$ cat config.mk
export PLATFORM = sky130hd
export DESIGN_NAME = baud_tick_gen
export DESIGN_NICKNAME = d
export VERILOG_FILES = /design/src/rtl/baud_tick_pkg.sv /design/src/rtl/tick_divider.sv /design/src/rtl/tick_phase_acc.sv /design/src/rtl/baud_tick_gen.sv
export SDC_FILE = /design/constraint.sdc
export NUM_CORES = 1
export LEC_CHECK = 0
export BUFFER_PORTS_ARGS = -buffer_cell sky130_fd_sc_hd__buf_2
export CAP_MARGIN = 20
export CORE_MARGIN = 8
export CORE_UTILIZATION = 59
export CTS_CLUSTER_DIAMETER = 40
export CTS_CLUSTER_SIZE = 30
export DETAILED_ROUTE_END_ITERATION = 10
export GPL_TIMING_DRIVEN = 0
export HOLD_SLACK_MARGIN = 0.1
export PLACE_DENSITY = 0.9
export SETUP_SLACK_MARGIN = 0.05
export SYNTH_ARGS = -nofsm -noshare
export SYNTH_HDL_FRONTEND = slang
export SYNTH_HIERARCHICAL = 1
export SYNTH_SLANG_ARGS = --single-unit
$ cat constraint.sdc
create_clock -name clk -period 2 [get_ports clk]
set_input_delay 0.1 -clock clk [delete_from_list [all_inputs] [get_ports clk]]
set_output_delay 0.1 -clock clk [all_outputs]
set_load 0.05 [all_outputs]
$ cat src/rtl/baud_tick_pkg.sv
package baud_tick_pkg;
  typedef enum logic {
    TICK_MODE_DIV = 1'b0,
    TICK_MODE_ACC = 1'b1
  } tick_mode_e;

  localparam int unsigned RATE_W_DEFAULT = 16;
endpackage

$ cat src/rtl/tick_divider.sv
module tick_divider #(
  parameter int unsigned RATE_W = 16
) (
  input  logic              clk,
  input  logic              rst_n,
  input  logic              en_i,
  input  logic [RATE_W-1:0] reload_i,
  output logic              tick_o
);
  localparam logic [RATE_W-1:0] CNT_ZERO = '0;
  localparam logic [RATE_W-1:0] CNT_ONE  = {{(RATE_W-1){1'b0}}, 1'b1};

  logic [RATE_W-1:0] cnt_q;
  logic              tick_q;

  // Reload whenever the count is at zero or one. The tick marks the count expiring at one.
  always_ff @(posedge clk or negedge rst_n) begin
    if (!rst_n) begin
      cnt_q  <= CNT_ZERO;
      tick_q <= 1'b0;
    end else if (!en_i) begin
      cnt_q  <= CNT_ZERO;
      tick_q <= 1'b0;
    end else if (cnt_q <= CNT_ONE) begin
      cnt_q  <= reload_i;
      tick_q <= (cnt_q == CNT_ONE);
    end else begin
      cnt_q  <= cnt_q - CNT_ONE;
      tick_q <= 1'b0;
    end
  end

  assign tick_o = tick_q;

  // a tick is followed by a quiet cycle while the loaded count exceeds one.
  assert_div_gap_R1: assert property (@(posedge clk) disable iff (!rst_n)
    (en_i && tick_q && cnt_q > CNT_ONE) |=> !tick_q);

  // a zero reload from an empty count keeps the divider silent and empty.
  assert_div_zero_R5: assert property (@(posedge clk) disable iff (!rst_n)
    (en_i && reload_i == CNT_ZERO && cnt_q == CNT_ZERO) |=> (!tick_q && cnt_q == CNT_ZERO));

  // a disabled divider is cleared on the next edge.
  assert_div_clear_R6: assert property (@(posedge clk) disable iff (!rst_n)
    !en_i |=> (cnt_q == CNT_ZERO && !tick_q));
endmodule

$ cat src/rtl/tick_phase_acc.sv
module tick_phase_acc #(
  parameter int unsigned RATE_W = 16
) (
  input  logic              clk,
  input  logic              rst_n,
  input  logic              en_i,
  input  logic [RATE_W-1:0] inc_i,
  output logic              tick_o
);
  localparam int unsigned SUM_W = RATE_W + 1;

  logic [RATE_W-1:0] acc_q;
  logic              tick_q;
  logic [SUM_W-1:0]  sum;

  assign sum = {1'b0, acc_q} + {1'b0, inc_i};

  // The carry out of the top bit becomes the tick. The phase wraps modulo 2^RATE_W.
  always_ff @(posedge clk or negedge rst_n) begin
    if (!rst_n) begin
      acc_q  <= '0;
      tick_q <= 1'b0;
    end else if (!en_i) begin
      acc_q  <= '0;
      tick_q <= 1'b0;
    end else begin
      acc_q  <= sum[RATE_W-1:0];
      tick_q <= sum[RATE_W];
    end
  end

  assign tick_o = tick_q;

  // a zero increment neither moves the phase nor ticks.
  assert_acc_zero_R5: assert property (@(posedge clk) disable iff (!rst_n)
    (en_i && inc_i == '0) |=> (!tick_q && $stable(acc_q)));

  // a disabled accumulator is cleared on the next edge.
  assert_acc_clear_R6: assert property (@(posedge clk) disable iff (!rst_n)
    !en_i |=> (acc_q == '0 && !tick_q));
endmodule

$ cat src/rtl/baud_tick_gen.sv
module baud_tick_gen
  import baud_tick_pkg::*;
#(
  parameter int unsigned RATE_W = RATE_W_DEFAULT
) (
  input  logic              clk,
  input  logic              rst_n,
  input  logic              run_i,
  input  logic              mode_i,
  input  logic [RATE_W-1:0] rate_i,
  output logic              tick_o
);
  tick_mode_e mode;
  logic       div_en, acc_en;
  logic       div_tick, acc_tick;

  assign mode   = tick_mode_e'(mode_i);
  assign div_en = run_i && (mode == TICK_MODE_DIV);
  assign acc_en = run_i && (mode == TICK_MODE_ACC);

  tick_divider #(.RATE_W(RATE_W)) i_div (
    .clk      (clk),
    .rst_n    (rst_n),
    .en_i     (div_en),
    .reload_i (rate_i),
    .tick_o   (div_tick)
  );

  tick_phase_acc #(.RATE_W(RATE_W)) i_acc (
    .clk    (clk),
    .rst_n  (rst_n),
    .en_i   (acc_en),
    .inc_i  (rate_i),
    .tick_o (acc_tick)
  );

  always_comb begin
    unique case (mode)
      TICK_MODE_ACC: tick_o = acc_tick;
      default:       tick_o = div_tick;
    endcase
  end

  // no tick in the cycle after an edge that saw run low.
  assert_stop_quiet_R6: assert property (@(posedge clk) disable iff (!rst_n)
    !run_i |=> !tick_o);

  // a freshly selected engine starts from zero, so no tick follows a mode change.
  assert_mode_restart_R7: assert property (@(posedge clk) disable iff (!rst_n)
    (mode_i != $past(mode_i)) |-> !tick_o);

  // the output is low while reset is held.
  always_comb begin
    if (!rst_n) assert_reset_low_R8: assert (!tick_o);
  end
endmodule

After elaboration in Yosys (flattened, before gate mapping)
Index checks and enable logic that the tools add are counted.
Widths: inputs -> output; s select.
- bits in registers: 34
- input port bits: 20
- output and inout port bits: 1
- word-level logic and storage cells: 18
- add/sub/neg operators: 2
- $lt $le $gt $ge: 1
- equal/unequal tests: 1
- multiplexer cells: 7
- bitwise gates (word level): 1
- reduce and logical (&&, ||, !) cells: 2
- operator list (cell ; number):
    $mux 16 ; 3
    $add 16x16->17 ; 1
    $eq 16x1->1 const B ; 1
    $le 16x1->1 const B ; 1
    $sub 16x1->16 const B ; 1
    $mux 1 ; 4
    $logic_and 1x1->1 ; 2
    $not 1->1 ; 1

Longest topological paths before layout
Gate-level depths: netlist of run 1.
- word-level depth: 3
- gate-level depth with buffers: 9
- mapped depth without buffers: 9

Cells and area by module
The synthesis of run 1 kept the hierarchy.
- modules (own cells, without submodules) (module ; instances ; cells each ; area each (um^2) ; seq. area each (um^2)):
    tick_phase_acc ; 1 ; 132 ; 1237.4 ; 425.4
    tick_divider ; 1 ; 109 ; 1052.3 ; 425.4
    baud_tick_gen ; 1 ; 3 ; 31.3 ; 0.0

Worst setup path after synthesis of run 1
Ideal clock, no wire load.
- kind: flip-flop to flip-flop
- start point: register i_acc.acc_q[0]
- end point: register i_acc.acc_q[14]
- library setup time: 79 ps
- data arrival time: 1790 ps
- required time: 1921 ps
- setup slack: 131 ps
- stages on the path, launching flop included: 10
- path buffers: 0
- period minus slack after synthesis: 1869 ps
- cell sequence: dfrtp_1 > ha_1 > inv_1 > fa_1 > nor2b_1 > o21bai_1 > a21oi_1 > a221oi_2 > o21ai_1 > mux2i_1
- longest elaborated chain between the ends: 2
- ends and longest elaborated chain (element ; line ; source):
    start, declared ; tick_phase_acc.sv:12 ; logic [RATE_W-1:0] acc_q;
    start signal, assigned ; tick_phase_acc.sv:27 ; acc_q <= sum[RATE_W-1:0];
    $add 16x16->17 ; tick_phase_acc.sv:16 ; assign sum = {1'b0, acc_q} + {1'b0, inc_i};
    $mux 16 ; tick_phase_acc.sv:23 ; end else if (!en_i) begin
No other way between the ends.

Final worst setup path of run 1
- start point: register i_acc.acc_q[0]
- end point: register i_acc.acc_q[10]
The elaborated chain is that of the path after synthesis.

==> results of run 1 <==
==> cell usage in the layout, fill, tap and decap left out, types with 10 or more instances in the layout <==
master	count
nor3_1	18
a21oi_1	15
nor2_1	20
buf_2	21
xor2_1	10
dfrtp_1	32
buf_4	10
ha_1	10
nand2_1	15
==> what timing repair did <==
action,in CTS,in global routing
buffers inserted,3,7
gates cloned,0,0
endpoints found under the hold margin,35,0
gates resized for setup,14,31
hold buffers,2,0
endpoints found under the setup margin,16,17
pin swaps,4,16
==> registers in the layout, summed over array words and instances, names as in the netlist <==
register      flops
i_acc/acc_q      16
i_acc/tick_o      1
i_div/cnt_q      16
i_div/tick_o      1
==> kinds of logic (layout without fill, tap and decap cells) <==
| logic type | Yosys count | in the layout | synth area share |
|---|---|---|---|
| compound gates | 66 | 66 | 0.199 |
| xor+xnor | 19 | 19 | 0.0717 |
| flops | 34 | 34 | 0.367 |
| fa+ha+maj | 19 | 19 | 0.106 |
| mux | 3 | 3 | 0.0151 |
| simple gates | 86 | 86 | 0.211 |
| buf+inv | 17 | 56 | 0.0313 |
==> worst register-to-register path, stage by stage (launching register included) <==
cell	delay, ns
dfrtp_1	0.34
ha_2	0.19
inv_2	0.04
fa_2	0.38
nor2b_4	0.18
o21bai_4	0.10
a211oi_2	0.19
o21a_1	0.20
o21ai_0	0.10
nor3b_1	0.15
==> layer usage <==
layer | GRT usage | up-vias | wire (um)
met3 | 0.0384 | 14 | 298
met5 | 0 | - | 0
li1 | - | 976 | -
met4 | 0.107 | 0 | 152
met2 | 0.329 | 66 | 3090
met1 | 0.218 | 1051 | 2480
==> path summary, 6_finish.rpt <==
kind	end	slack (ns)
setup / recovery	i_acc/acc_q[10]	0.03
hold / removal	i_div/cnt_q[12]	0.13
setup reg to reg	i_acc/acc_q[10]	0.03
hold reg to reg	i_div/tick_o	0.56
max in group asynchronous	i_div/cnt_q[1]	1.01
min in group asynchronous	i_acc/acc_q[7]	0.44
==> final cells by class <==
type	count	share of cell area
clock inverter	1	0.00175
multi-input combinational	193	0.552
buffer	5	0.0110
timing repair buffer	32	0.0696
sequential	34	0.299
tap	50	0.0219
clock buffer	7	0.0302
inverter	11	0.0145
==> report_power, final <==
| part | switching [mW] | total (mW) | internal, mW |
|---|---|---|---|
| sequential | 0.174 | 0.986 | 0.812 |
| combinational | 1.07 | 1.90 | 0.830 |
| clock | 0.244 | 0.522 | 0.278 |
| total | 1.49 | 3.41 | 1.92 |
==> stage by stage <==
step | setup TNS (ns) | cell area [um^2]
finish | 0 | 2860
global route | -0.0423 | 2860
CTS | 0 | 2680
detailed placement | -1.27 | 2480
global placement | -0.653 | 2480
floorplan | 0 | 2320
==> reports/qor.yml, run 1 <==
die_area_mm2: 0.00620
globalplace.congestion: 0.848
insertion_delay_ns: 0.28
synth-seq-cells: 34
yosysTopAreaCell: "dfrtp_1"
required_ns: 2.17
n_antenna_cell: 0
skew_ns: 0.00384
dp_cells: 314
regArea_um2: 853
die_y_um: 78.7
std_cell_rows: 23
dp_slack_ns: -0.178
r2r-start: "i_acc/acc_q[0]"
nNetsFinal: 321
min_from: "rate_i[12]"
avgSynthCellArea_um2: 9.51
core_area_mm2: 0.00388
multiInputGateArea_mm2: 0.00158
drc: 0
hpwlAfterDp_um: 3970
end_kind: "register"
crit_chain: "ha_2 -> inv_2 -> fa_2 -> nor2b_4 -> o21bai_4 -> a211oi_2 -> o21a_1 -> o21ai_0 -> nor3b_1"
status: "complete, no violations"
clk_path_buf_depth: 2
synth_area_mm2: 0.00232
initial_core_util: 0.597
syn_inst: 244
vias_per_cell: 6.33
setup_viol: 0
first_iter_violations: 115
leakagePower_nw: 1.26
yosys.cell_types.count: 54
cts_tree: "done"
tightest_slew_ns: 0.796
ys_warn_count: 6
first_pass_iters: 5
crit_start: "i_acc/acc_q[0]"
max_freq_mhz: 508
yosys-top-cells-count: "34 x dfrtp_1, 20 x nor2_1, 19 x a21oi_1, 18 x ha_1, 18 x nor3_1"
worst_hold_path.num_cells: 3
grt_setup_unrepaired: "true"
drtAntennaViolNets: 0
fillers: 259
num_vias: 2107
cp_slowest_cell: "fa_2"
crit_cells: 9
hold_path.class: "input port to register"
crit_family: "compound AO/OA/AOI/OAI gates"
drt-wirelength-per-cell_um: 18.1
setup_slack_ns: 0.0312
grt_pass1_vias: 2117
htreeDepth: 2
cts-root-buf: "clkbuf_8"
max_stage_delay_ns: 0.38
cap_violations: 0
arrival_ns: 2.14
synth_edf_count: 0
synth_flop_cell: "dfrtp_1"
slew_violations: 0
vdd_ir_drop_max_uv: 448
wl_um: 6030
startpoint_type: "register"
hold_viol: 0
synth_fp_nets: 283
final_util: 0.735
fin_crit_ns: 1.97
rr_worst_depth: 9
antenna_found_initial: 0
holdWs_ns: 0.135
worstPathBufferInverterCount: 1
synth_area_leaders: "dfrtp_1 37%, ha_1 9.7%, a21oi_1 4.1%, nor3_1 3.9%, xor2_1 3.8%"
seq_area_frac_synth: 0.367
async_reset_ff_frac: 1.00
die_x_um: 78.7
synth_top_area_frac: 0.367
drive_gt1_frac: 0.307
grt_usage: 0.191
clock-sinks: 34
finalPower_mw: 3.41
worst-setup-path-type: "register to register"
grt_first_pass_wirelength_um: 9570
slew-limit-headroom: 0.469
numPortBuffers: 20
clkSlewWorstSetupHoldPaths_ns: 0.07
min_period_over_period: 0.984
ios: 21
numCtsBuffers: 5
grt_overflow: 0
area_growth_pct: 23.1
yosysMostFrequentCell: "dfrtp_1"
grt_start_max_net_pins: 35
final_cells: 333
power_density_mw_per_mm2: 1190
crit_fanout: 3
Note: power is estimated with default switching activity, not from simulation.
==> run 2, diff against run 1 <==
Settings changed: ABC_CLOCK_PERIOD_IN_PS set to 2000, CORE_ASPECT_RATIO set to 0.6.
==> run 2 against run 1 <==
Critical path depth down 2. Count of clock-buffer cells in the layout unchanged. First-iteration DRC count down 23%. Worst hold slack worse by 0.025 ns. Clock skew about the same. Sequential cell count unchanged. Critical endpoint is now i_acc/acc_q[15]. Highest routed layer unchanged.
==> reports/qor.yml, run 2 (synthesis results as in run 1) <==
hold_viol: 0  # unchanged
layout_commonest_cell: "dfrtp_1"
core_area_mm2: 0.00372  # -4.2%
setup_viol: 0  # unchanged
slew_violations: 0  # unchanged
drive_gt1_frac: 0.291  # -0.0161
final.setup.tns_ns: 0  # unchanged
top_regs: "i_acc/acc_q (16), i_div/cnt_q (16)"
drtAntennaViolNets: 0  # unchanged
fin_crit_ns: 1.93  # -0.0397 ns
power_density_mw_per_mm2: 1200  # +0.85%
die_x_um: 97.0  # +23%
first_iter_violations: 89  # -23%
grt_overflow: 0  # unchanged
num_vias: 2007  # -4.7%
final_cells: 325  # -2.4%
min_period_over_period: 0.965  # -0.0198
grt_pass1_vias: 2022  # -4.5%
p_comb_frac: 0.557  # about the same
swShare: 0.435  # -0.00254
clock-sinks: 34  # unchanged
required_ns: 2.21  # +0.04 ns
cts-root-buf: "clkbuf_8"
end_kind: "register"
vias_per_cell: 6.18  # -2.4%
cp_common_cell: "a21o_1"
seqPwrFrac: 0.288  # about the same
crit_family: "compound AO/OA/AOI/OAI gates"
cts_tree: "done"
grt_first_pass_wirelength_um: 9760  # +2.0%
worst-setup-path-type: "register to register"
grt_setup_unrepaired: "true"
switchingPower_mw: 1.48  # -1.1%
first_pass_iters: 4  # -1
p_int_mw: 1.92  # -0.12%
max_freq_mhz: 518  # +2.1%
arrival_ns: 2.14  # about the same
antenna_found_initial: 0  # unchanged
clk_path_buf_depth: 2  # unchanged
dp_cells: 311  # -0.96%
final_cell_mix: "33 x dfrtp_1, 21 x buf_2, 20 x nor2_1, 18 x nor3_1, 16 x a21oi_1"
worstPathBufferInverterCount: 0  # -1
globalplace.congestion: 0.880  # +3.8%
status: "complete, no violations"
die_y_um: 64.6  # -18%
crit_fanout: 5  # +2
htreeDepth: 2  # unchanged
grt_start_max_net_pins: 35  # unchanged
tightest_slew_ns: 0.791  # -0.00535 ns
hpwlAfterDp_um: 4160  # +4.5%
hold_path.class: "input port to register"
drc: 0  # unchanged
nNetsFinal: 316  # -1.6%
crit_chain: "ha_4 -> a21o_1 -> a21oi_2 -> o221ai_2 -> a21o_1 -> a311oi_2 -> mux2i_1"
vdd_ir_drop_max_uv: 1270  # +180%
numPortBuffers: 20  # unchanged
insertion_delay_ns: 0.29  # about the same
wl_um: 5950  # -1.2%
die_area_mm2: 0.00626  # +1.1%
slew-limit-headroom: 0.473  # +0.00357
skew_ns: 0.00433  # +0.000492 ns
cap_violations: 0  # unchanged
cp_slowest_cell: "dfrtp_1"
leakagePower_nw: 1.24  # -1.9%
startpoint_type: "register"
numCtsBuffers: 5  # unchanged
ios: 21  # unchanged
drt-wirelength-per-cell_um: 18.3  # +1.2%
grt_usage: 0.191  # about the same
n_antenna_cell: 0  # unchanged
clkPwrFrac: 0.155  # +0.002
clkSlewWorstSetupHoldPaths_ns: 0.07  # about the same
initial_core_util: 0.624  # +0.0261
max_stage_delay_ns: 0.39  # about the same
area_growth_pct: 21.3
std_cell_rows: 17  # -26%
[run 2: final timing paths]
kind	start	end	slack, ns	cells after the start
max in group asynchronous	rst_n	i_div/cnt_q[0]	1.01	2
max	i_acc/acc_q[3]	i_acc/acc_q[15]	0.07	7
min in group asynchronous	rst_n	i_div/cnt_q[9]	0.45	2
min	rate_i[7]	i_div/cnt_q[7]	0.11	3
max reg2reg	i_acc/acc_q[3]	i_acc/acc_q[15]	0.07	7
min reg2reg	i_div/cnt_q[15]	i_div/tick_o	0.53	1
[run 2: power by group through the flow]
stage | clock (mW) | sequential (mW) | combinational, mW
6_report | 0.527 | 0.977 | 1.89
5_1_grt | 0.571 | 0.995 | 2.08
4_1_cts | 0.540 | 0.970 | 1.72
3_5_place_dp | 0 | 0.974 | 1.60
3_3_place_gp | 0 | 0.966 | 1.54
2_1_floorplan | 0 | 0.941 | 1.30
[run 2: final cells by class]
cell class / instances / area (um^2)
tap: 47 / 58.8
fill: 250 / 906
timing repair buffer: 27 / 155
sequential: 34 / 852
inverter: 11 / 41.3
buffer: 5 / 31.3
clock buffer: 7 / 86.3
multi-input combinational: 193 / 1590
clock inverter: 1 / 5.00
[run 2: what timing repair did]
action / CTS / global route
gates cloned: 0 / 0
hold endpoints to repair: 34 / 0
endpoints found under the setup margin: 17 / 19
pin swaps: 8 / 8
hold buffers: 1 / 0
buffers inserted: 1 / 5
resized for setup: 22 / 17
[run 2: worst reg2reg max path, delay by kind of cell, from the launching register on]
kind	cells	cell delay, ns
AOI/OAI and AO/OA	5	1.00
muxes	1	0.22
DFF	1	0.39
adders and majority gates	1	0.24
[run 2: metal layers]
layer | vias to the layer above | global-route usage | share of wire
li1 | 965 | - | -
met1 | 991 | 0.242 | 0.47
met2 | 44 | 0.317 | 0.49
met3 | 7 | 0.0423 | 0.033
met4 | 0 | 0.0705 | 0.011
met5 | - | 0 | 0
[run 2: through the flow]
step / power, mW / hold WS (ns) / cell area (um^2) / worst slack, ns / utilization
finish: 3.39 / 0.110 / 2820 / 0.0708 / 0.757
global route: 3.64 / 0.117 / 2820 / -0.0255 / 0.757
CTS: 3.23 / 0.106 / 2720 / 0.0412 / 0.730
detailed placement: 2.57 / 0.218 / 2480 / -0.192 / 0.666
global placement: 2.51 / 0.216 / 2480 / -0.0862 / 0.666
floorplan: 2.24 / -0.196 / 2320 / 0.131 / -
==> run 3, diff against run 2 <==
Settings changed: ABC_CLOCK_PERIOD_IN_PS 2000 to 2450, CORE_UTILIZATION 59 to 62, PLACE_DENSITY 0.9 to 0.94.
Clock period 2 ns to 2.45 ns, I/O delays scaled along.
==> run 3 against run 2 <==
Global-route usage fell by 0.12 points. Final cell count fell by 1.8%. Die area fell by 3.8%. Worst hold slack improved by 0.0070 ns. Final area fell by 8.7%. Sequential cell count did not move. Sequential power fell by 19%. Via count fell by 4.8%. Combinational power fell by 30%. Non-clock buffer count fell by 5. Utilization fell by 5.0 points. Clock power fell by 26%. Critical endpoint is now i_div/cnt_q[10].
==> reports/qor.yml, run 3 (synthesis results as in run 1) <==
crit_fanout: 10  # +5
multiInputGateArea_mm2: 0.00140  # -12%
wl_um: 5200  # -13%
htreeDepth: 2  # unchanged
fin_crit_ns: 2.12  # +0.190 ns
die_x_um: 95.0  # -2.0%
hpwlAfterDp_um: 4000  # -3.8%
cts_tree: "done"
drive_gt1_frac: 0.176  # -0.115
grt_overflow: 0  # unchanged
skew_ns: 0.00375  # -0.000580 ns
arrival_ns: 2.28  # +0.14 ns
worst-setup-path-type: "register to register"
num_vias: 1910  # -4.8%
slew-limit-headroom: 0.483  # +0.00976
finalInstanceArea_mm2: 0.00257  # -8.7%
grtUsageMet1: 0.249  # +0.00699
first_pass_iters: 4  # unchanged
power_density_mw_per_mm2: 972  # -19%
reg2reg_slack_ns: 0.33  # +0.26 ns
n_antenna_cell: 0  # unchanged
final.setup.tns_ns: 0  # unchanged
max_freq_mhz: 472  # -9.0%
min_period_over_period: 0.865  # -0.0995
end_kind: "register"
dp_cells: 311  # unchanged
cts_setup_buffers: 0  # -1
grt_busiest_layer: "met2"
clkSlewWorstSetupHoldPaths_ns: 0.06  # about the same
required_ns: 2.61  # +0.40 ns
top_regs: "i_acc/acc_q (16), i_div/cnt_q (16)"
status: "complete, no violations"
grt_start_max_net_pins: 35  # unchanged
first_iter_violations: 64  # -28%
insertion_delay_ns: 0.29  # about the same
grt_usage: 0.190  # -0.00120
nNetsFinal: 311  # -1.6%
vias_per_cell: 5.99  # -3.0%
clock-sinks: 34  # unchanged
std_cell_rows: 17  # unchanged
numPortBuffers: 20  # unchanged
setup_viol: 0  # unchanged
drtAntennaViolNets: 0  # unchanged
drc: 0  # unchanged
post_dp_cell_area_mm2: 0.00248  # unchanged
met2_usage: 0.291  # -0.0258
met3_usage: 0.0485  # +0.00614
ios: 21  # unchanged
clk_path_buf_depth: 2  # unchanged
numCtsBuffers: 5  # unchanged
vdd_ir_drop_max_uv: 722  # -43%
hold_viol: 0  # unchanged
cts-root-buf: "clkbuf_8"
area_growth_pct: 10.8
antenna_found_initial: 0  # unchanged
initial_core_util: 0.638  # +0.0146
holdWs_ns: 0.117  # +0.00703 ns
tightest_slew_ns: 0.776  # -0.0146 ns
globalplace.congestion: 0.916  # +4.1%
final_cell_mix: "34 x dfrtp_1, 21 x buf_2, 20 x nor2_1"
cap_violations: 0  # unchanged
die_area_mm2: 0.00602  # -3.8%
leakagePower_nw: 1.19  # -4.2%
regArea_um2: 851  # -0.15%
hold_path.class: "input port to register"
core_area_mm2: 0.00364  # -2.3%
slew_violations: 0  # unchanged
grt_pass1_vias: 1991  # -1.5%
final_cells: 319  # -1.8%
grt_setup_unrepaired: "false"
fillers: 289  # +16%
layout_commonest_cell: "dfrtp_1"
drt-wirelength-per-cell_um: 16.3  # -11%
grt_first_pass_wirelength_um: 9020  # -7.6%
startpoint_type: "register"
die_y_um: 63.4  # -1.8%
run 3: changes by cell type in the layout (fill, tap and decap cells not counted), sizes merged:
cell and change:
clkinv -1, clkbuf +2, buf -7
run 3: path summary, 6_finish.rpt:
path,from,end,cells after the start
setup / recovery,i_div/cnt_q[0],i_div/cnt_q[10],8
hold / removal,rate_i[7],i_div/cnt_q[7],3
hold reg to reg,i_div/cnt_q[15],i_div/tick_o,1
max in group asynchronous,rst_n,i_acc/acc_q[12],2
min in group asynchronous,rst_n,i_div/cnt_q[2],2
setup reg to reg,i_div/cnt_q[0],i_div/cnt_q[10],8
run 3: stage by stage:
stage | utilization | total power [mW] | setup slack (ns)
after floorplan | - | 1.83 | 0.581
after global placement | 0.682 | 2.04 | 0.374
after detailed placement | 0.682 | 2.10 | 0.270
after CTS | 0.706 | 2.50 | 0.252
after global routing | 0.707 | 2.69 | 0.102
final | 0.707 | 2.50 | 0.330
run 3: per-layer routing:
| metal | up-vias | routed length (um) |
|---|---|---|
| met5 | - | 0 |
| met4 | 0 | 59 |
| met3 | 7 | 222 |
| met2 | 30 | 2460 |
| met1 | 920 | 2460 |
| li1 | 953 | - |
run 3: layout make-up:
class | instances | area share
multi-input cells | 193 | 0.545
clock buffers | 7 | 0.0297
repair buffers | 21 | 0.0428
well taps | 47 | 0.0229
flip-flops and latches | 34 | 0.331
inverters | 11 | 0.0161
plain buffers | 6 | 0.0127
run 3: power breakdown:
part / switching (mW) / leakage, nW / internal, mW
logic: 0.767 / 0.688 / 0.555
registers: 0.128 / 0.459 / 0.661
clock network: 0.194 / 0.0383 / 0.195
total: 1.09 / 1.19 / 1.41
run 3: worst max-delay path, cell delays in order (launching register included):
cell      delay (ns)
dfrtp_1         0.47
inv_1           0.09
ha_1            0.30
nor2_1          0.11
or2_2           0.28
clkbuf_1        0.15
clkbuf_2        0.21
o31ai_1         0.30
a21oi_1         0.08
run 3: repair_timing:
item | CTS | global route
hold endpoints to repair | 34 | 0
endpoints found under the setup margin | 0 | 3
resized for setup | 0 | 3
hold buffers | 1 | 0
